$ cat src/rtl/calib_pkg.sv
package calib_pkg;

    localparam int OFFSET_W = 32;
    localparam int PERIOD_W = 32;
    localparam int COUNT_W  = 16;
    localparam int TIMER_W  = (OFFSET_W > PERIOD_W) ? OFFSET_W : PERIOD_W;

    typedef struct packed {
        logic [OFFSET_W-1:0] offset;
        logic [PERIOD_W-1:0] period;
        logic [COUNT_W-1:0]  count;
    } calib_cfg_t;

    typedef enum logic [1:0] {
        SEQ_IDLE  = 2'd0,
        SEQ_DELAY = 2'd1,
        SEQ_SPACE = 2'd2
    } seq_state_t;

    // reload value for the spacing timer: period of zero behaves as one
    function automatic logic [TIMER_W-1:0] space_reload(input logic [PERIOD_W-1:0] p);
        logic [TIMER_W-1:0] ext;
        ext = TIMER_W'(p);
        return (p == '0) ? '0 : ext - TIMER_W'(1);
    endfunction

endpackage

$ cat src/rtl/calib_edge_det.sv
module calib_edge_det #(
    parameter int DEPTH = 1
) (
    input  logic clk,
    input  logic rst,
    input  logic din,
    output logic level,
    output logic rise
);
    logic [DEPTH:0] stage;

    always_ff @(posedge clk) begin
        if (rst) stage[0] <= 1'b0;
        else     stage[0] <= din;
    end

    for (genvar i = 1; i <= DEPTH; i++) begin : g_stage
        always_ff @(posedge clk) begin
            if (rst) stage[i] <= 1'b0;
            else     stage[i] <= stage[i-1];
        end
    end

    assign level = stage[DEPTH-1];
    assign rise  = stage[DEPTH-1] & ~stage[DEPTH];

    p_rise_single_r1: assert property (@(posedge clk) disable iff (rst)
        rise |=> !rise);

endmodule

$ cat src/rtl/calib_cfg_latch.sv
module calib_cfg_latch
    import calib_pkg::*;
(
    input  logic       clk,
    input  logic       rst,
    input  logic       load,
    input  calib_cfg_t cfg_in,
    output calib_cfg_t cfg_q
);
    always_ff @(posedge clk) begin
        if (rst)       cfg_q <= '0;
        else if (load) cfg_q <= cfg_in;
    end
endmodule

$ cat src/rtl/calib_sequencer.sv
module calib_sequencer
    import calib_pkg::*;
(
    input  logic       clk,
    input  logic       rst,
    input  logic       rise,
    input  logic       level,
    input  logic       enable,
    input  calib_cfg_t cfg_live,
    input  calib_cfg_t cfg_hold,
    output logic       start,
    output logic       active,
    output logic       trig
);
    seq_state_t           state;
    logic [TIMER_W-1:0]   timer;
    logic [COUNT_W-1:0]   remaining;

    assign start  = (state == SEQ_IDLE) && rise && enable && (cfg_live.count != '0);
    assign active = (state != SEQ_IDLE);

    always_ff @(posedge clk) begin
        if (rst) begin
            state     <= SEQ_IDLE;
            timer     <= '0;
            remaining <= '0;
            trig      <= 1'b0;
        end else begin
            trig <= 1'b0;
            case (state)
                SEQ_IDLE: begin
                    if (start) begin
                        timer     <= TIMER_W'(cfg_live.offset);
                        remaining <= cfg_live.count;
                        state     <= SEQ_DELAY;
                    end
                end
                default: begin
                    if (!level) begin
                        state     <= SEQ_IDLE;
                        remaining <= '0;
                    end else if (timer == '0) begin
                        trig <= 1'b1;
                        if (remaining == COUNT_W'(1)) begin
                            remaining <= '0;
                            state     <= SEQ_IDLE;
                        end else begin
                            remaining <= remaining - COUNT_W'(1);
                            timer     <= space_reload(cfg_hold.period);
                            state     <= SEQ_SPACE;
                        end
                    end else begin
                        timer <= timer - TIMER_W'(1);
                    end
                end
            endcase
        end
    end

    p_start_on_edge_r1: assert property (@(posedge clk) disable iff (rst)
        (state != SEQ_IDLE && $past(state) == SEQ_IDLE) |-> $past(rise && enable));

    p_zero_count_idle_r3: assert property (@(posedge clk) disable iff (rst)
        (state == SEQ_IDLE && cfg_live.count == '0) |=> state == SEQ_IDLE);

    p_remaining_live_r4: assert property (@(posedge clk) disable iff (rst)
        (state != SEQ_IDLE) |-> remaining != '0);

    p_abort_r5: assert property (@(posedge clk) disable iff (rst)
        (state != SEQ_IDLE && !level) |=> (state == SEQ_IDLE && !trig));

    p_trig_in_train_r7: assert property (@(posedge clk) disable iff (rst)
        trig |-> $past(state) != SEQ_IDLE);

endmodule

$ cat src/rtl/calib_trig_gen.sv
module calib_trig_gen
    import calib_pkg::*;
#(
    parameter int SYNC_DEPTH = 1
) (
    input  logic                clk,
    input  logic                rst,
    input  logic                enable,
    input  logic                spill,
    input  logic [OFFSET_W-1:0] cfg_offset,
    input  logic [PERIOD_W-1:0] cfg_period,
    input  logic [COUNT_W-1:0]  cfg_count,
    output logic                trig,
    output logic                busy
);
    logic       spill_level;
    logic       spill_rise;
    logic       seq_start;
    logic       seq_active;
    calib_cfg_t cfg_live;
    calib_cfg_t cfg_hold;

    assign cfg_live = '{offset: cfg_offset, period: cfg_period, count: cfg_count};

    calib_edge_det #(.DEPTH(SYNC_DEPTH)) u_edge (
        .clk   (clk),
        .rst   (rst),
        .din   (spill),
        .level (spill_level),
        .rise  (spill_rise)
    );

    calib_cfg_latch u_cfg (
        .clk    (clk),
        .rst    (rst),
        .load   (seq_start),
        .cfg_in (cfg_live),
        .cfg_q  (cfg_hold)
    );

    calib_sequencer u_seq (
        .clk      (clk),
        .rst      (rst),
        .rise     (spill_rise),
        .level    (spill_level),
        .enable   (enable),
        .cfg_live (cfg_live),
        .cfg_hold (cfg_hold),
        .start    (seq_start),
        .active   (seq_active),
        .trig     (trig)
    );

    assign busy = seq_active | trig;

    p_cfg_frozen_r6: assert property (@(posedge clk) disable iff (rst)
        (seq_active && $past(seq_active)) |-> $stable(cfg_hold));

    p_reset_quiet_r8: assert property (@(posedge clk)
        $past(rst) |-> (!trig && !seq_active));

endmodule

$ cat config.mk
export PLATFORM = sky130hd
export DESIGN_NAME = calib_trig_gen
export DESIGN_NICKNAME = d
export VERILOG_FILES = /design/src/rtl/calib_pkg.sv /design/src/rtl/calib_edge_det.sv /design/src/rtl/calib_cfg_latch.sv /design/src/rtl/calib_sequencer.sv /design/src/rtl/calib_trig_gen.sv
export SDC_FILE = /design/constraint.sdc
export NUM_CORES = 1
export LEC_CHECK = 0
export BUFFER_PORTS_ARGS = -buffer_cell sky130_fd_sc_hd__buf_2
export CORE_MARGIN = 3
export CORE_UTILIZATION = 37
export CTS_CLUSTER_DIAMETER = 120
export DETAILED_ROUTE_END_ITERATION = 12
export SLEW_MARGIN = 20
export SYNTH_ARGS = -nofsm -noshare
export SYNTH_HDL_FRONTEND = slang
export SYNTH_SLANG_ARGS = --single-unit
$ cat constraint.sdc
create_clock -name clk -period 3.3 [get_ports clk]
set_clock_uncertainty 0.2 [all_clocks]
set_input_delay 0.165 -clock clk [delete_from_list [all_inputs] [get_ports clk]]
set_output_delay 0.165 -clock clk [all_outputs]
set_load 0.01 [all_outputs]
* After elaboration in Yosys (flattened, before gate mapping)
Cells that the tools add are included.
Storage, ports and cells: output and inout port bits 2, register bits 85
Cells by class: reductions and logical operators 12, bitwise gates (word level) 4, eq/ne operators 4, add/sub/neg operators 3, multiplexer cells 17
Operators by type and width (count):
- 2-to-1 mux 32 bit | 6
- 2-to-1 mux 16 bit | 5
- zero test 32 bit | 2
- subtractor 32 x 1 -> 32 bit (second input constant) | 2
- == test 16 x 1 -> 1 bit (second input constant) | 1
- nonzero test 16 bit | 1
- subtractor 16 x 1 -> 16 bit (second input constant) | 1
- 2-to-1 mux 2 bit | 5
- nonzero test 2 bit | 2
- logical AND 1 bit | 3
- inequality test 3 x 1 -> 1 bit (second input constant) | 1
- inequality test 3 x 2 -> 1 bit (second input constant) | 1
- AND reduction 3 bit | 1
- OR reduction 3 bit | 1
- zero test 2 bit | 1
- inequality test 2 bit (second input constant) | 1
- NOT 1 bit | 2
- AND reduction 2 bit | 1
- AND 1 bit | 1
- 2-to-1 mux 1 bit | 1
- OR 1 bit | 1

* Depth between registers and ports, before layout
depth in word-level cells 7, mapped depth 12, mapped depth without buffers 9

* By module
From an unflattened synthesis, not the netlist that was laid out.
Unflattened totals: cells, all modules 861, area, all modules 7201.9 um^2
By module, submodules not included:
- calib_sequencer | instances 1, cells each 597, area each 4265.3 um^2
- calib_cfg_latch | instances 1, cells each 258, area each 2869.0 um^2
- calib_edge_det | instances 1, cells each 5, area each 61.3 um^2
- calib_trig_gen | instances 1, cells each 1, area each 6.3 um^2

* Worst setup path before layout
OpenSTA, ideal clock, no wires.
kind register -> register, start point reg u_cfg.cfg_q[16] in the netlist's numbering, end point reg u_seq.timer[31], path buffers 1, stages on the path, launching flop included 9, library setup time 117 ps, path slack 522 ps, arrival 2460 ps, required time 2983 ps, path through dfxtp_1 -> or4_4 -> or3_1 -> buf_6 -> or4_4 -> nor3_2 -> mux2i_1 -> o211ai_2 -> a32o_1
On the way: cells in the longest elaborated chain, start to end 6, elaborated cells on any way between the ends 7, those cells by class add/sub: 1; mux: 5; reduce/logical: 1
RTL lines:
- start, declared | RTL line calib_cfg_latch.sv:8 | output calib_cfg_t cfg_q
- start signal, assigned | RTL line calib_cfg_latch.sv:12 | else if (load) cfg_q <= cfg_in;
- subtractor 32 x 1 -> 32 bit or zero test 32 bit (tied branches) | RTL line calib_pkg.sv:24 | return (p == '0) ? '0 : ext - TIMER_W'(1);
- 2-to-1 mux 32 bit (*) | RTL line calib_pkg.sv:24
- 2-to-1 mux 32 bit (*) | RTL line calib_sequencer.sv:44 | if (remaining == COUNT_W'(1)) begin
- 2-to-1 mux 32 bit (*) | RTL line calib_sequencer.sv:42 | end else if (timer == '0) begin
- 2-to-1 mux 32 bit (*) | RTL line calib_sequencer.sv:39 | if (!level) begin
- 2-to-1 mux 32 bit (*) | RTL line calib_sequencer.sv:30 | case (state)
- end signal, assigned | RTL line calib_sequencer.sv:33 | timer <= TIMER_W'(cfg_live.offset);
- end signal, assigned | RTL line calib_sequencer.sv:49 | timer <= space_reload(cfg_hold.period);
- end signal, assigned | RTL line calib_sequencer.sv:53 | timer <= timer - TIMER_W'(1);
- end, declared | RTL line calib_sequencer.sv:16 | logic [TIMER_W-1:0] timer;
Mark *: on every way between the ends. The rest lies on a longest branch, timed or not. The select of a mux whose other input is x is not followed. A chain may end at the register's enable or synchronous reset.

* Worst setup path in the final report
start point reg u_cfg.cfg_q[16] in the netlist's numbering, end point reg u_seq.timer[8]
The elaborated chain is that of the path after synthesis.

==> report_table.html <==
<table>
<tr><th>Metric</th><th>Value</th></tr>
<tr><th colspan="2">Critical path</th></tr>
<tr><td>Crit-path cells</td><td>inv_1 -&gt; ha_1 -&gt; or4b_1 -&gt; nand4b_1 -&gt; nor2_1 -&gt; a31o_2 -&gt; o21ai_0 -&gt; o211ai_1 -&gt; a21oi_1</td></tr>
<tr><td>WP buf/inv</td><td>1</td></tr>
<tr><td>Category of the worst setup path launch point</td><td>flop</td></tr>
<tr><td>Endpoint arrival time on the critical path</td><td>2.94 ns</td></tr>
<tr><td>Required time of the critical path</td><td>3.33 ns</td></tr>
<tr><td>Critical Path Sink Type</td><td>flop</td></tr>
<tr><td>Worst flop-to-flop path endpoint</td><td>u_seq.timer[8]$_SDFFE_PP0P_</td></tr>
<tr><td>Maximum cell stage delay along the critical path</td><td>0.53 ns</td></tr>
<tr><td>R2r worst-path depth</td><td>9</td></tr>
<tr><td>Setup slack on the worst flop-to-flop path</td><td>0.39 ns</td></tr>
<tr><td>Cell with the largest stage delay on the worst path</td><td>or4b_1</td></tr>
<tr><td>Cell family contributing the most delay on the critical path</td><td>simple AND/OR/NAND/NOR gates</td></tr>
<tr><td>RR Startpoint</td><td>u_cfg.cfg_q[16]$_SDFFE_PP0P_</td></tr>
<tr><td>Path type of the worst setup path</td><td>reg2reg</td></tr>
<tr><td>Highest net fanout along the worst path</td><td>20</td></tr>
<tr><th colspan="2">Die</th></tr>
<tr><td>Floorplan row count</td><td>43</td></tr>
<tr><td>Die Y-Extent</td><td>126 µm</td></tr>
<tr><td>Total core area</td><td>0.0139 mm²</td></tr>
<tr><td>Die outline width</td><td>126 µm</td></tr>
<tr><td>I/O Pins</td><td>86</td></tr>
<tr><td>Die footprint</td><td>0.0158 mm²</td></tr>
<tr><td>Initial core utilization</td><td>0.381</td></tr>
<tr><th colspan="2">Drt</th></tr>
<tr><td>Routed metal-1 wire length</td><td>8.57 mm</td></tr>
<tr><td>Final wirelength</td><td>17.8 mm</td></tr>
<tr><td>Average wire per standard cell</td><td>16.8 µm</td></tr>
<tr><td>Met2 Wirelength</td><td>7.90 mm</td></tr>
<tr><td>Count of vias placed by the detailed router</td><td>5853</td></tr>
<tr><td>Count of TritonRoute iterations in the first routing pass</td><td>5</td></tr>
<tr><td>Via density per instance</td><td>5.52</td></tr>
<tr><td>Routed wl met3</td><td>956 µm</td></tr>
<tr><td>Number of DRC markers after the initial detailed-route iteration</td><td>441</td></tr>
<tr><td>Highest routed layer</td><td>met4</td></tr>
<tr><td>Antenna Violating Nets Remaining</td><td>0</td></tr>
<tr><td>Post-route DRC</td><td>0</td></tr>
<tr><th colspan="2">Job</th></tr>
<tr><td>Count of maximum capacitance violations</td><td>0</td></tr>
<tr><th colspan="2">Power</th></tr>
<tr><td>Fraction of power spent switching nets</td><td>0.330</td></tr>
<tr><td>Total power</td><td>0.00325 W</td></tr>
<tr><td>Relative contribution of the clock network to total power</td><td>0.337</td></tr>
<tr><td>Areal power density over the cells</td><td>460 mW/mm²</td></tr>
<tr><td>Switching power summed over all nets</td><td>0.00107 W</td></tr>
<tr><td>Share of power burned in combinational logic</td><td>0.316</td></tr>
<tr><td>LEAKAGE</td><td>2.76 nW</td></tr>
<tr><td>Sequential power share</td><td>0.347</td></tr>
<tr><td>Power Internal</td><td>0.00218 W</td></tr>
<tr><td>Peak supply drop</td><td>0.263 mV</td></tr>
<tr><th colspan="2">Placed design</th></tr>
<tr><td>Post-detail-place hpwl</td><td>12.6 mm</td></tr>
<tr><td>Port bufs</td><td>85</td></tr>
<tr><td>Global placement routability congestion</td><td>0.938</td></tr>
<tr><td>Post-DP Area</td><td>0.00598 mm²</td></tr>
<tr><th colspan="2">Run status</th></tr>
<tr><td>Status</td><td>finished, final reports clean</td></tr>
<tr><th colspan="2">Global route</th></tr>
<tr><td>Remaining global-route overflow</td><td>0</td></tr>
<tr><td>Wire length of the first global-routing pass</td><td>29.1 mm</td></tr>
<tr><td>Initial antenna violation count</td><td>0</td></tr>
<tr><td>Largest net degree at the start of global routing</td><td>39</td></tr>
<tr><td>Number of global-route vias before repair</td><td>5639</td></tr>
<tr><td>Overall fraction of global-route tracks in use</td><td>0.226</td></tr>
<tr><th colspan="2">Logic synthesis</th></tr>
<tr><td>Proportion of synthesized chip area in sequential cells</td><td>0.321</td></tr>
<tr><td>Post-synth ARST share</td><td>0</td></tr>
<tr><td>Cells after Synth</td><td>720</td></tr>
<tr><td>Post-synthesis share of cell area spent on xor and xnor gates</td><td>0.0941</td></tr>
<tr><td>Simple-gate share of the synthesized area</td><td>0.311</td></tr>
<tr><td>Compound-gate portion of the synthesized area</td><td>0.213</td></tr>
<tr><td>Per-instance average area after synthesis</td><td>7.37 µm²</td></tr>
<tr><td>Multiplexer share of the synthesized area</td><td>0.00401</td></tr>
<tr><td>Number of flip-flops and latches in the synthesized netlist</td><td>85</td></tr>
<tr><td>Post-synth EDFFs</td><td>0</td></tr>
<tr><td>Synth cell types</td><td>60</td></tr>
<tr><td>Dominant combinational cell family by area after synthesis</td><td>simple AND/OR/NAND/NOR gates</td></tr>
<tr><td>Most used DFF post-synth</td><td>dfxtp_1</td></tr>
<tr><td>Total of warnings raised by yosys</td><td>0</td></tr>
<tr><td>Post-Synth Adder-Cell Area</td><td>0.0118</td></tr>
<tr><td>Synthesized netlist net count</td><td>809</td></tr>
<tr><td>Cell Area, Synth</td><td>0.00530 mm²</td></tr>
<tr><th colspan="2">Clocking</th></tr>
<tr><td>Post-CTS Setup Inserts</td><td>0</td></tr>
<tr><td>Root Driver</td><td>clkbuf_16</td></tr>
<tr><td>Cts-stage hold buffer count</td><td>77</td></tr>
<tr><td>Count of H-tree levels built during CTS</td><td>3</td></tr>
<tr><td>Clock slew at the register clock pins of the worst setup and hold paths</td><td>0.06 ns</td></tr>
<tr><td>Clk_lat worst skew</td><td>0.35 ns</td></tr>
<tr><td>Clock buffer count from CTS</td><td>9</td></tr>
<tr><td>Clock Tree Buf Depth</td><td>2</td></tr>
<tr><td>Total of cells resized after clock tree synthesis</td><td>0</td></tr>
<tr><td>Clock tree sinks</td><td>85</td></tr>
<tr><td>Clock tree from TritonCTS</td><td>yes</td></tr>
<tr><th colspan="2">Cells and area</th></tr>
<tr><td>Layout cells sized above 1</td><td>0.161</td></tr>
<tr><td>Number of fill cells</td><td>1340</td></tr>
<tr><td>Fin area</td><td>0.00706 mm²</td></tr>
<tr><td>Most common library cell in the layout ignoring fill and taps</td><td>nand2_1</td></tr>
<tr><td>Leading cell types in the layout, fill and taps excluded</td><td>115 x nand2_1, 88 x a21oi_1, 85 x buf_2, 85 x dfxtp_1, 77 x dlygate4sd3_1</td></tr>
<tr><td>Post-layout nets</td><td>964</td></tr>
<tr><td># diodes</td><td>0</td></tr>
<tr><td>Synth-to-layout area growth</td><td>33.2%</td></tr>
<tr><th colspan="2">STA</th></tr>
<tr><td>Share of the cycle needed by the critical path after routing</td><td>0.882</td></tr>
<tr><td>Setup repair after global routing missed its margin</td><td>false</td></tr>
<tr><td>Final setup violation count</td><td>0</td></tr>
<tr><td>Remaining max-slew budget at the tightest pin</td><td>0.556</td></tr>
<tr><td>Slew of the pin with the lowest slew margin</td><td>0.665 ns</td></tr>
<tr><td>Final number of hold-violating endpoints</td><td>0</td></tr>
<tr><td>Max Slew Vio Count</td><td>0</td></tr>
<tr><td>Setup TNS Final</td><td>0 ns</td></tr>
<tr><td>Final min period</td><td>2.91 ns</td></tr>
<tr><td>Highest achievable clock rate</td><td>0.344 GHz</td></tr>
<tr><th colspan="2">Min path</th></tr>
<tr><td>Endpoint, Worst Hold</td><td>u_seq.remaining[9]$_SDFFE_PP0P_</td></tr>
<tr><td>Hold path cells</td><td>5</td></tr>
<tr><td>Startpoint of the worst hold path</td><td>cfg_count[9]</td></tr>
<tr><td>Worst min path class</td><td>in2reg</td></tr>
</table>
cells in the mapped netlist (2+ instances only):
cell type	count	area, µm²
nand2_1	115	432
a21oi_1	88	440
dfxtp_1	85	1700
nor2_1	64	240
nor3_1	36	180
o21ai_0	36	180
clkbuf_1	35	131
xnor2_1	35	307
nor4_1	27	169
xor2_1	22	193
o211ai_1	18	135
nand3_1	13	65.1
nand4_1	12	75.1
or4_1	12	90.1
or3_1	10	62.6
inv_1	9	33.8
a211oi_1	7	52.6
a22oi_1	6	45.0
buf_1	6	22.5
nand3b_1	6	45.0
ha_1	5	62.6
a2111oi_0	4	35.0
and3_1	4	25.0
and4_1	4	35.0
nor2b_1	4	25.0
a32oi_1	3	26.3
and2_1	3	18.8
buf_2	3	15.0
buf_6	3	33.8
o41ai_1	3	26.3
a222oi_1	2	20.0
a31oi_1	2	12.5
a32o_1	2	20.0
nand2b_1	2	12.5
nand4b_1	2	17.5
nor3b_1	2	15.0
nor4_2	2	25.0
o21a_1	2	15.0
o21ai_1	2	10.0
o22ai_1	2	12.5
o31ai_1	2	15.0
or4_4	2	22.5
cells by family after synthesis:
| group | after synthesis |
|---|---|
| simple gates | 328 |
| compound gates | 187 |
| flops | 85 |
| xor+xnor | 57 |
| buf+inv | 56 |
| fa+ha+maj | 5 |
| mux | 2 |
worst min-delay path, stage by stage:
cell and delay, ns:
buf_2 0.10, nand2_1 0.06, o211ai_1 0.08, o21ai_0 0.07, nor2_1 0.04
how the worst max path moves through the flow:
| stage | startpoint | endpoint | slack [ns] | cells after the start |
|---|---|---|---|---|
| 2_1_floorplan | u_cfg.cfg_q[16]$_SDFFE_PP0P_ | u_seq.timer[31]$_SDFFE_PP0P_ | 0.52 | 8 |
| 3_3_place_gp | u_cfg.cfg_q[16]$_SDFFE_PP0P_ | u_seq.timer[8]$_SDFFE_PP0P_ | 0.49 | 9 |
| 3_5_place_dp | u_cfg.cfg_q[16]$_SDFFE_PP0P_ | u_seq.timer[8]$_SDFFE_PP0P_ | 0.43 | 9 |
| 4_1_cts | u_cfg.cfg_q[16]$_SDFFE_PP0P_ | u_seq.timer[8]$_SDFFE_PP0P_ | 0.41 | 9 |
| 5_1_grt | u_seq.remaining[6]$_SDFFE_PP0P_ | u_seq.timer[22]$_SDFFE_PP0P_ | 0.10 | 8 |
| 6_report | u_cfg.cfg_q[16]$_SDFFE_PP0P_ | u_seq.timer[8]$_SDFFE_PP0P_ | 0.39 | 9 |
stage by stage:
step	worst slack, ns	instances	utilization	hold WS, ns
finish	0.391	1060	0.507	0.0130
global route	0.105	1060	0.507	0.0458
global placement	0.489	967	0.429	0.198
floorplan	0.522	720	-	0.0932
detailed placement	0.431	967	0.429	0.193
CTS	0.408	1060	0.507	0.00907
sequential cells by signal (all words and copies together) (netlist names):
name	cells
u_cfg.cfg_q	32
u_edge.level	1
u_edge.stage	1
u_seq.remaining	16
u_seq.state	2
u_seq.timer	32
u_seq.trig	1
metal layers:
layer / vias up / global-route usage
met5: - / 0
met4: 0 / 0.0823
met3: 29 / 0.0276
met2: 187 / 0.353
met1: 2712 / 0.320
li1: 2925 / -
final cells by class:
cell class              instances  area, µm²  area share
repair buffers                191       1430       0.202
clock inverters                 4       72.6      0.0103
multi-input cells             579       3370       0.477
flip-flops and latches         85       1700       0.241
well taps                     180        225      0.0319
clock buffers                  12        236      0.0335
inverters                       9       33.8     0.00478
power by group through the flow:
stage,Clock (W),Combinational [W],Sequential [W]
after global routing,0.00114,0.00113,0.00114
final,0.00110,0.00103,0.00113
after detailed placement,0,0.000939,0.00115
after floorplan,0,0.000662,0.00113
after CTS,0.00111,0.00102,0.00113
after global placement,0,0.000937,0.00115
(Power assumes the default switching activity.)
